`config.mk`:
```
export PLATFORM = sky130hd
export DESIGN_NAME = decor_rmw_bridge
export DESIGN_NICKNAME = d
export VERILOG_FILES = /design/src/rtl/rmw_pkg.sv /design/src/rtl/rmw_addr_decode.sv /design/src/rtl/rmw_alu.sv /design/src/rtl/rmw_sequencer.sv /design/src/rtl/decor_rmw_bridge.sv
export SDC_FILE = /design/constraint.sdc
export NUM_CORES = 1
export LEC_CHECK = 0
export ABC_AREA = 1
export BUFFER_PORTS_ARGS = -buffer_cell sky130_fd_sc_hd__buf_2
export CAP_MARGIN = 25
export CORE_AREA = 2 2 109 190
export DETAILED_ROUTE_END_ITERATION = 10
export DIE_AREA = 0 0 111 192
export PLACE_DENSITY = 0.93
export REMOVE_ABC_BUFFERS = 1
export SLEW_MARGIN = 30
export SYNTH_ARGS = -nofsm -noshare
export SYNTH_HDL_FRONTEND = slang
export SYNTH_SLANG_ARGS = --single-unit
export TNS_END_PERCENT = 20
```
`constraint.sdc`:
```
create_clock -name clk -period 7.15 [get_ports clk]
set_clock_uncertainty 0.15 [all_clocks]
set_input_delay 0.3575 -clock clk [delete_from_list [all_inputs] [get_ports clk]]
set_output_delay 0.3575 -clock clk [all_outputs]
set_load 0.03 [all_outputs]
```
`src/rtl/rmw_pkg.sv`:
```
package rmw_pkg;
  localparam int DW = 32;
  localparam int AW = 32;
  localparam int POS_W = $clog2(DW);

  typedef enum logic [2:0] {
    OP_PLAIN = 3'b000,
    OP_AND   = 3'b001,
    OP_OR    = 3'b010,
    OP_XOR   = 3'b011,
    OP_BFI   = 3'b100
  } op_e;

  typedef enum logic [1:0] {ST_IDLE, ST_RD, ST_WR, ST_DONE} st_e;

  // Mask of (wm1+1) ones starting at bit pos, cut at the word top.
  function automatic logic [DW-1:0] field_mask(input logic [2:0] wm1,
                                               input logic [POS_W-1:0] pos);
    logic [DW+7:0] wide;
    wide = {{DW{1'b0}}, (8'hFF >> (3'd7 - wm1))} << pos;
    return wide[DW-1:0];
  endfunction

  function automatic logic [DW-1:0] merge_op(input op_e op,
                                             input logic [DW-1:0] old,
                                             input logic [DW-1:0] wd,
                                             input logic [DW-1:0] mask);
    case (op)
      OP_AND:  return old & wd;
      OP_OR:   return old | wd;
      OP_XOR:  return old ^ wd;
      OP_BFI:  return (old & ~mask) | (wd & mask);
      default: return wd;
    endcase
  endfunction

  function automatic logic [DW-1:0] pull_field(input logic [DW-1:0] old,
                                               input logic [DW-1:0] mask,
                                               input logic [POS_W-1:0] pos);
    return (old & mask) >> pos;
  endfunction
endpackage

```
`src/rtl/rmw_addr_decode.sv`:
```
module rmw_addr_decode
  import rmw_pkg::*;
#(
  parameter logic [2:0] WIN_TAG = 3'b010,
  parameter int         SEL_BIT = 19
) (
  input  logic [AW-1:0]    addr,
  input  logic             decor_ok,
  output logic             decorated,
  output op_e              op,
  output logic [AW-1:0]    phys,
  output logic             sel,
  output logic [DW-1:0]    mask,
  output logic [POS_W-1:0] pos
);
  localparam int LANE_W = POS_W - 3;

  logic [2:0] wm1;
  logic [2:0] lsb;

  assign decorated = decor_ok && (addr[31:29] == WIN_TAG);
  assign wm1       = addr[25:23];
  assign lsb       = addr[22:20];
  assign pos       = {addr[LANE_W-1:0], lsb};
  assign mask      = field_mask(wm1, pos);
  assign phys      = decorated ? {addr[31:29], 9'b0, addr[19:0]} : addr;
  assign sel       = phys[SEL_BIT];

  always_comb begin
    op = OP_PLAIN;
    if (decorated) begin
      case (addr[28:26])
        3'b001:  op = OP_AND;
        3'b010:  op = OP_OR;
        3'b011:  op = OP_XOR;
        3'b100:  op = OP_BFI;
        default: op = OP_PLAIN;
      endcase
    end
  end
endmodule

```
`src/rtl/rmw_alu.sv`:
```
module rmw_alu
  import rmw_pkg::*;
(
  input  op_e              op,
  input  logic [DW-1:0]    old_data,
  input  logic [DW-1:0]    wdata,
  input  logic [DW-1:0]    mask,
  input  logic [POS_W-1:0] pos,
  output logic [DW-1:0]    new_data,
  output logic [DW-1:0]    field
);
  assign new_data = merge_op(op, old_data, wdata, mask);
  assign field    = pull_field(old_data, mask, pos);
endmodule

```
`src/rtl/rmw_sequencer.sv`:
```
module rmw_sequencer
  import rmw_pkg::*;
(
  input  logic             clk,
  input  logic             rst_n,
  input  logic             m_req,
  input  logic             m_we,
  input  logic [DW-1:0]    m_wdata,
  input  logic [1:0]       m_size,
  input  op_e              dec_op,
  input  logic [AW-1:0]    dec_phys,
  input  logic             dec_sel,
  input  logic [DW-1:0]    dec_mask,
  input  logic [POS_W-1:0] dec_pos,
  output logic             m_ready,
  output logic [DW-1:0]    m_rdata,
  output logic             m_err,
  output logic [1:0]       s_req,
  output logic             s_we,
  output logic [AW-1:0]    s_addr,
  output logic [DW-1:0]    s_wdata,
  output logic [1:0]       s_size,
  output logic             s_lock,
  input  logic             sel_ready,
  input  logic [DW-1:0]    sel_rdata,
  input  logic             sel_err,
  output op_e              cap_op,
  output logic [DW-1:0]    cap_wdata,
  output logic [DW-1:0]    cap_mask,
  output logic [POS_W-1:0] cap_pos,
  input  logic [DW-1:0]    alu_new,
  input  logic [DW-1:0]    alu_field
);
  st_e           state;
  logic          cap_sel, cap_wb, cap_xt;
  logic [AW-1:0] cap_addr;
  logic [1:0]    cap_size;
  logic [DW-1:0] wr_data, rsp_data;
  logic          rsp_err;
  logic          wb_now, phase_on, rd_done, wr_done;

  assign wb_now   = m_we && (dec_op != OP_PLAIN);
  assign phase_on = (state == ST_RD) || (state == ST_WR);
  assign rd_done  = (state == ST_RD) && sel_ready;
  assign wr_done  = (state == ST_WR) && sel_ready;

  always_ff @(posedge clk or negedge rst_n) begin
    if (!rst_n) begin
      state     <= ST_IDLE;
      cap_op    <= OP_PLAIN;
      cap_sel   <= 1'b0;
      cap_wb    <= 1'b0;
      cap_xt    <= 1'b0;
      cap_addr  <= '0;
      cap_size  <= '0;
      cap_wdata <= '0;
      cap_mask  <= '0;
      cap_pos   <= '0;
      wr_data   <= '0;
      rsp_data  <= '0;
      rsp_err   <= 1'b0;
    end else begin
      case (state)
        ST_IDLE: if (m_req) begin
          cap_op    <= dec_op;
          cap_sel   <= dec_sel;
          cap_wb    <= wb_now;
          cap_xt    <= !m_we && (dec_op == OP_BFI);
          cap_addr  <= dec_phys;
          cap_size  <= m_size;
          cap_wdata <= m_wdata;
          cap_mask  <= dec_mask;
          cap_pos   <= dec_pos;
          wr_data   <= m_wdata;
          rsp_data  <= '0;
          rsp_err   <= 1'b0;
          state     <= (m_we && !wb_now) ? ST_WR : ST_RD;
        end
        ST_RD: if (sel_ready) begin
          if (sel_err) begin
            rsp_err <= 1'b1;
            state   <= ST_DONE;
          end else if (cap_wb) begin
            wr_data <= alu_new;
            state   <= ST_WR;
          end else begin
            rsp_data <= cap_xt ? alu_field : sel_rdata;
            state    <= ST_DONE;
          end
        end
        ST_WR: if (sel_ready) begin
          rsp_err <= sel_err;
          state   <= ST_DONE;
        end
        default: state <= ST_IDLE;
      endcase
    end
  end

  assign m_ready = (state == ST_DONE);
  assign m_rdata = rsp_data;
  assign m_err   = rsp_err;
  assign s_req   = phase_on ? (cap_sel ? 2'b10 : 2'b01) : 2'b00;
  assign s_we    = (state == ST_WR);
  assign s_addr  = cap_addr;
  assign s_wdata = wr_data;
  assign s_size  = cap_size;
  assign s_lock  = cap_wb && phase_on;


  one_req_chk: assert property (@(posedge clk) disable iff (!rst_n)
    $onehot0(s_req));


  lock_hold_chk: assert property (@(posedge clk) disable iff (!rst_n)
    (rd_done && cap_wb && !sel_err) |=> (s_we && s_lock && (s_req != 2'b00) && $stable(s_addr)));


  err_skip_chk: assert property (@(posedge clk) disable iff (!rst_n)
    (rd_done && sel_err) |=> (s_req == 2'b00 && m_ready && m_err));


  no_wb_chk: assert property (@(posedge clk) disable iff (!rst_n)
    (rd_done && !cap_wb) |=> (s_req == 2'b00 && m_ready));


  ready_pulse_chk: assert property (@(posedge clk) disable iff (!rst_n)
    m_ready |=> !m_ready);


  ready_after_phase_chk: assert property (@(posedge clk) disable iff (!rst_n)
    $rose(m_ready) |-> ($past(rd_done) || $past(wr_done)));
endmodule

```
`src/rtl/decor_rmw_bridge.sv`:
```
module decor_rmw_bridge
  import rmw_pkg::*;
#(
  parameter logic [2:0] WIN_TAG = 3'b010,
  parameter int         SEL_BIT = 19
) (
  input  logic          clk,
  input  logic          rst_n,
  input  logic          m_req,
  input  logic          m_we,
  input  logic [31:0]   m_addr,
  input  logic [31:0]   m_wdata,
  input  logic [1:0]    m_size,
  input  logic          m_decor_ok,
  output logic          m_ready,
  output logic [31:0]   m_rdata,
  output logic          m_err,
  output logic [1:0]    s_req,
  output logic          s_we,
  output logic [31:0]   s_addr,
  output logic [31:0]   s_wdata,
  output logic [1:0]    s_size,
  output logic          s_lock,
  input  logic [1:0]    s_ready,
  input  logic [31:0]   s_rdata0,
  input  logic [31:0]   s_rdata1,
  input  logic [1:0]    s_err
);
  logic             dec_decorated, dec_sel;
  op_e              dec_op, cap_op;
  logic [AW-1:0]    dec_phys;
  logic [DW-1:0]    dec_mask, cap_wdata, cap_mask, alu_new, alu_field, sel_rdata;
  logic [POS_W-1:0] dec_pos, cap_pos;
  logic             sel_ready, sel_err;

  // Route the answer of whichever controller owns the active request.
  assign sel_ready = |(s_ready & s_req);
  assign sel_err   = |(s_err & s_req);
  assign sel_rdata = s_req[1] ? s_rdata1 : s_rdata0;

  rmw_addr_decode #(.WIN_TAG(WIN_TAG), .SEL_BIT(SEL_BIT)) u_dec (
    .addr(m_addr), .decor_ok(m_decor_ok), .decorated(dec_decorated),
    .op(dec_op), .phys(dec_phys), .sel(dec_sel), .mask(dec_mask), .pos(dec_pos)
  );

  rmw_alu u_alu (
    .op(cap_op), .old_data(sel_rdata), .wdata(cap_wdata), .mask(cap_mask),
    .pos(cap_pos), .new_data(alu_new), .field(alu_field)
  );

  rmw_sequencer u_seq (
    .clk(clk), .rst_n(rst_n), .m_req(m_req), .m_we(m_we), .m_wdata(m_wdata),
    .m_size(m_size), .dec_op(dec_op), .dec_phys(dec_phys), .dec_sel(dec_sel),
    .dec_mask(dec_mask), .dec_pos(dec_pos), .m_ready(m_ready), .m_rdata(m_rdata),
    .m_err(m_err), .s_req(s_req), .s_we(s_we), .s_addr(s_addr), .s_wdata(s_wdata),
    .s_size(s_size), .s_lock(s_lock), .sel_ready(sel_ready), .sel_rdata(sel_rdata),
    .sel_err(sel_err), .cap_op(cap_op), .cap_wdata(cap_wdata), .cap_mask(cap_mask),
    .cap_pos(cap_pos), .alu_new(alu_new), .alu_field(alu_field)
  );


  undecorated_pass_chk: assert property (@(posedge clk) disable iff (!rst_n)
    (m_req && !m_ready && s_req == 2'b00 && !dec_decorated) |=> (s_req == 2'b00 || s_addr == $past(m_addr)));
endmodule

```
After elaboration in Yosys (flattened, before gate mapping)
Cells that the tools add are included.
{"block": "word_totals", "output_inout_bits": 104, "word_cells": 96, "in_bits": 139, "register_bits": 176}
{"block": "op_classes", "shift": 3, "n_eq_ne": 20, "bitwise": 10, "n_mux": 30, "reduce_logical": 19, "addsub": 1}
{"operator": "two-way mux 32 bit", "count": 10}
{"operator": "AND 32 bit", "count": 4}
{"operator": "case mux 32 bit (2 select lines)", "count": 2}
{"operator": "case mux 32 bit (4 select lines)", "count": 1}
{"operator": "bitwise OR 32 bit", "count": 2}
{"operator": "inverter 32 bit", "count": 1}
{"operator": "left shift 8 x 5 -> 32 bit", "count": 1}
{"operator": ">> shifter 32 x 5 -> 32 bit", "count": 1}
{"operator": "bitwise XOR 32 bit", "count": 1}
{"operator": "two-way mux 29 bit", "count": 1}
{"operator": "== test 3 x 2 -> 1 bit (second input constant)", "count": 5}
{"operator": "AND reduction 5 bit", "count": 3}
{"operator": "two-way mux 2 bit", "count": 7}
{"operator": "case mux 3 bit (4 select lines)", "count": 1}
{"operator": "== test 3 bit (second input constant)", "count": 3}
{"operator": "!= test 2 bit (second input constant)", "count": 4}
{"operator": ">> shifter 8 x 3 -> 8 bit (first input constant)", "count": 1}
{"operator": "== test 3 x 1 -> 1 bit (second input constant)", "count": 2}
{"operator": "!= test 2 x 1 -> 1 bit (second input constant)", "count": 3}
{"operator": "case mux 2 bit (3 select lines)", "count": 1}
{"operator": "nonzero test 3 bit", "count": 2}
{"operator": "logical AND 1 bit", "count": 5}
{"operator": "two-way mux 1 bit", "count": 5}
{"operator": "AND 2 bit", "count": 2}
{"operator": "12 further kinds", "count": 15}

Depth between registers and ports, before layout
{"block": "depth", "ltp_word": 11, "mapped_depth": 17, "depth_no_buf": 16}

Modules after synthesis
A second synthesis with hierarchy kept.
{"block": "unflattened", "hier_cells": 2056, "area_unflattened_um2": 13223.9}
{"mod": "rmw_sequencer", "instances": 1, "cells_each": 972, "seq_area_each_um2": 4404.2, "area_per_inst_um2": 7679.9}
{"mod": "rmw_alu", "instances": 1, "cells_each": 777, "seq_area_each_um2": 0.0, "area_per_inst_um2": 4075.2}
{"mod": "rmw_addr_decode", "instances": 1, "cells_each": 197, "seq_area_each_um2": 0.0, "area_per_inst_um2": 972.2}
{"mod": "decor_rmw_bridge", "instances": 1, "cells_each": 110, "seq_area_each_um2": 0.0, "area_per_inst_um2": 496.7}

Worst setup path before layout
OpenSTA, ideal clock, no wires.
{"block": "synth_timing", "kind": "register to register", "startpoint": "register u_seq.state[0]", "endpoint": "register u_seq.rsp_data[7], in the netlist u_seq.m_rdata[7]", "synth_period_minus_slack_ps": 2366, "required_time_ps": 6883, "setup_time_ps": 117, "setup_slack_ps": 4784, "n_path_buf": 2, "arrival_time_ps": 2098, "path_stages_with_launch": 18, "cell_sequence": "dfrtp_1 -> inv_1 -> ha_1 -> buf_6 -> inv_2 -> nor2_2 -> nand2_1 -> o21ai_2 -> inv_1 -> nand2_1 -> nand2_2 -> nand3_4 -> nor2_4 -> inv_4 -> buf_6 -> a21oi_2 -> nand3_1 -> nand2_1"}
{"block": "synth_between", "word_cells_on_any_way": 23, "classes_between": "eq/ne: 6; shift: 1; mux: 7; bitwise: 3; reduce/logical: 6"}
{"item": "start: declaration", "line_no": "rmw_sequencer.sv:34", "text": "st_e state;"}
{"item": "start signal: assignment", "line_no": "rmw_sequencer.sv:77", "text": "state <= (m_we && !wb_now) ? ST_WR : ST_RD;"}
{"item": "== test 2 x 1 -> 1 bit or == test 2 bit (tied branches)", "line_no": "rmw_sequencer.sv:43", "text": "assign phase_on = (state == ST_RD) || (state == ST_WR);"}
{"item": "logical OR 1 bit (*)", "line_no": "rmw_sequencer.sv:43"}
{"item": "two-way mux 2 bit (*)", "line_no": "rmw_sequencer.sv:103", "text": "assign s_req = phase_on ? (cap_sel ? 2'b10 : 2'b01) : 2'b00;"}
{"item": "named net s_req[0]", "line_no": "decor_rmw_bridge.sv:18", "text": "output logic [1:0] s_req,"}
{"item": "AND 2 bit (on tied branches)", "line_no": "decor_rmw_bridge.sv:38, decor_rmw_bridge.sv:37"}
{"item": "OR reduction 2 bit (on tied branches)", "line_no": "decor_rmw_bridge.sv:38, decor_rmw_bridge.sv:37"}
{"item": "!= test 2 bit (no line)"}
{"item": "AND reduction 5 bit (no line) (*)"}
{"item": "end signal: assignment", "line_no": "rmw_sequencer.sv:87", "text": "rsp_data <= cap_xt ? alu_field : sel_rdata;"}
{"item": "end: declaration", "line_no": "rmw_sequencer.sv:38", "text": "logic [DW-1:0] wr_data, rsp_data;"}
Mark *: on every way through the listed nets, which the timed path passes. The rest lies on a longest branch. The select of a mux whose other input is x is not followed.
A chain may end at the register's enable or synchronous reset.

Worst setup path after layout
{"block": "layout_timing", "startpoint": "register u_seq.state[1]", "endpoint": "register u_seq.rsp_data[16], in the netlist u_seq.m_rdata[16]"}
{"block": "layout_between", "elab_chain_cells": 11, "word_cells_on_any_way": 23, "classes_between": "eq/ne: 6; shift: 1; mux: 7; bitwise: 3; reduce/logical: 6"}
{"item": "== test 2 x 1 -> 1 bit or == test 2 bit (tied branches)", "line_no": "rmw_sequencer.sv:43, rmw_sequencer.sv:63"}
{"item": "logical OR 1 bit", "line_no": "rmw_sequencer.sv:43"}
{"item": "two-way mux 2 bit", "line_no": "rmw_sequencer.sv:103"}
{"item": "two-way mux 32 bit", "line_no": "decor_rmw_bridge.sv:39", "text": "assign sel_rdata = s_req[1] ? s_rdata1 : s_rdata0;"}
{"item": "AND 32 bit", "line_no": "rmw_pkg.sv:40", "text": "return (old & mask) >> pos;"}
{"item": ">> shifter 32 x 5 -> 32 bit", "line_no": "rmw_pkg.sv:40"}
{"item": "two-way mux 32 bit", "line_no": "rmw_sequencer.sv:87"}
{"item": "two-way mux 32 bit", "line_no": "rmw_sequencer.sv:83", "text": "end else if (cap_wb) begin"}
{"item": "two-way mux 32 bit", "line_no": "rmw_sequencer.sv:80", "text": "if (sel_err) begin"}
{"item": "two-way mux 32 bit", "line_no": "rmw_sequencer.sv:79", "text": "ST_RD: if (sel_ready) begin"}
{"item": "case mux 32 bit (2 select lines)", "line_no": "rmw_sequencer.sv:63", "text": "case (state)"}
Several ways; a longest one is shown, not always the timed one. The select of a mux whose other input is x is not followed.

==> impl_metrics.yaml <==
worst_setup_path:
  crit_fanout: 46
  rr_worst_depth: 14
  arrival_ps: 4210
  crit_type: "flip-flop to flip-flop"
  cp-end-kind: "flip-flop"
  required_ps: 7400
  cp-start-kind: "flip-flop"
final_layout:
  final_nets: 2102
  antennaDiodeCount: 0
  syn2layout_area_growth_pct: 19.16
  fill_cells: 1532
  final_layout_size_suffix_gt1_frac: 0.1709
clock_network:
  path_clk_slew_ps: 70
  cts_tree: "built"
  clock_path_buffers: 2
  numCtsBuffers: 17
  cts.sinks: 173
  ctsResizeCount: 0
  worstSkewPairLatency_ps: 450
  clockRootBuffer: "clkbuf_16"
  cts-htree-levels: 4
routing:
  dr.pass1.iters: 6
  antenna_left: 0
  viasPerCell: 6.287
  vias: 13540
  wire_per_inst_um: 20.13
  wirelength_um: 43340
  drc: 0
  drtIter0Drc: 1543
floorplanning:
  core_area_um2: 19650
  io-pin-count: 243
  rows: 68
  dieArea_um2: 21310
  die_w_um: 111
  start_util: 0.6012
  die_h_um: 192
yosys:
  synth_top_cells_by_area: "dfrtp_1 37%, nand2_1 16%, nand3_1 10%"
  synthArstFlopShare: 1.000
  synth_largest_area_cell: "dfrtp_1"
  ys_seq_area_frac: 0.3664
  yosysWarnings: 0
  synth_seq_cells: 173
  netlist_area_um2: 11820
  yosys.cell_count.top_type: "nand2_1"
  syn_inst: 1673
  ys_types: 44
  synth_top_area_frac: 0.3664
  avgSynthCellArea_um2: 7.063
  synth_commonest_cells: "499 x nand2_1, 247 x nand3_1, 173 x dfrtp_1, 169 x o21ai_0, 120 x inv_1"
  synth_flop_cell: "dfrtp_1"
  synth_edf_count: 0
min_path:
  holdPathStages: 2
  hold_path_class: "input pin to flip-flop"
sta:
  fin_crit_ps: 3967
  finalHoldViolations: 0
  finalMaxSlewViolations: 0
  finalCritPeriodShare: 0.5548
  setup_violations: 0
  tightest_slew_ps: 915.9
  rsz0062_at_grt: "no"
  fin_tns_setup_ps: 0
  fmaxAchievable_mhz: 252.1
  relSlewSlack: 0.3887
placed_design:
  portBuffers: 242
  dp_hpwl_um: 29370
  gp_congestion: 0.9718
flow_run:
  cap_violations: 0
grt:
  first_global_vias: 13490
  antenna_found_initial: 0
  grt_max_degree: 89
  grt_pass1_wl_um: 68280
  grt_overflow_total: 0
  track_usage: 0.4058
power:
  powerDensity_nw_per_um2: 462.3
  peakVddDrop_v: 0.0003758
  power_mw: 6.508
  p_leak_nw: 7.175
run_status:
  status: "complete, no violations"
==> final cells by class <==
cell class	count	area (um2)	area share
clock inverter	13	151.4	0.01075
sequential	173	4332	0.3076
tap	245	306.5	0.02177
clock buffer	19	442.9	0.03146
timing repair buffer	308	1828	0.1298
inverter	130	493.0	0.03501
multi-input combinational	1265	6526	0.4635
==> layer usage <==
layer,up-vias,track usage,part of all wire
met3,281,0.06280,0.088
li1,6069,-,-
met1,6210,0.4510,0.34
met5,-,0,0
met2,975,0.6980,0.49
met4,0,0.3082,0.085
==> through the flow <==
step / cell area, um2 / hold slack, ps / util / instances / worst slack, ps
after CTS: 14080 / 0.2008 / 0.7162 / 2153 / 2944
after global placement: 13020 / 272.3 / 0.6625 / 2075 / 3166
final: 14080 / 4.419 / 0.7164 / 2153 / 3183
after floorplan: 11340 / -88.09 / - / 1568 / 2183
after global routing: 14080 / 4.170 / 0.7164 / 2153 / 3046
after detailed placement: 13020 / 281.2 / 0.6625 / 2075 / 3018
==> worst paths after layout <==
kind	startpoint	endpoint	slack [ps]
worst max-delay path	u_seq.state[1]$_DFFE_PN0P_	u_seq.m_rdata[16]$_DFFE_PN0P_	3180
worst min-delay path	m_we	u_seq.cap_xt$_DFFE_PN0P_	4
worst max register to register	u_seq.state[1]$_DFFE_PN0P_	u_seq.m_rdata[16]$_DFFE_PN0P_	3180
worst min register to register	u_seq.s_addr[6]$_DFFE_PN0P_	u_seq.s_addr[6]$_DFFE_PN0P_	330
max in group asynchronous	rst_n	u_seq.s_addr[0]$_DFFE_PN0P_	5250
min in group asynchronous	rst_n	u_seq.m_err$_DFFE_PN0P_	350
==> cells in the final DEF, fill, tap and decap left out, types with 9 or more instances in the layout <==
cell	synthesis	routed
buf_2	7	241
a21oi_1	66	66
nand2_1	499	498
nor3_1	17	17
o31ai_1	23	23
inv_1	120	118
o21ai_0	169	169
nand3_1	247	247
dlygate4sd3_1	0	46
o22ai_1	10	10
a2bb2oi_1	12	12
o21ai_2	11	11
nand4_1	11	11
a22oi_1	9	9
o21ai_1	19	19
buf_4	7	20
ha_1	68	67
o211ai_1	19	19
dfrtp_1	173	171
clkbuf_16	0	17
a211oi_1	11	11
nor2_1	48	48
==> flip-flops by register name (all words and copies together) (netlist names) <==
signal,flops
u_seq.cap_mask,32
u_seq.cap_op,3
u_seq.cap_pos,3
u_seq.cap_wb,1
u_seq.cap_wdata,32
u_seq.cap_xt,1
u_seq.m_err,1
u_seq.m_rdata,32
u_seq.s_addr,32
u_seq.s_size,2
u_seq.s_wdata,32
u_seq.state,2
==> power breakdown <==
| group | leakage [nW] | switching [mW] | internal [mW] | total [mW] |
|---|---|---|---|---|
| logic | 4.70 | 2.65 | 1.05 | 3.70 |
| clock network | 0.284 | 0.441 | 0.532 | 0.974 |
| registers | 2.20 | 0.416 | 1.42 | 1.84 |
==> critical path, cell delays in order (launching register included) <==
cell and delay [ps]:
dfrtp_1 370, inv_1 80, ha_2 740, nand2_8 400
clkinv_2 310, nand2_1 70, nand2_1 90, nand2_1 90
nand2_2 90, nand3_4 370, nor2_4 490, inv_4 200
a211oi_1 280, nand2_1 80, nand2_1 60
==> what timing repair did <==
item / CTS / global route
setup buffers: 0 / 0
endpoints found under the setup margin: 0 / 0
endpoints found under the hold margin: 118 / 0
hold buffers: 46 / 0
==> cell families after synthesis <==
| logic type | Yosys count | share of synthesized area |
|---|---|---|
| compound gates | 361 | 0.1776 |
| simple gates | 834 | 0.3006 |
| mux | 2 | 0.001694 |
| fa+ha+maj | 68 | 0.07200 |
| flops | 173 | 0.3664 |
| buf+inv | 235 | 0.08174 |
Power figures use the tool's default switching activity.
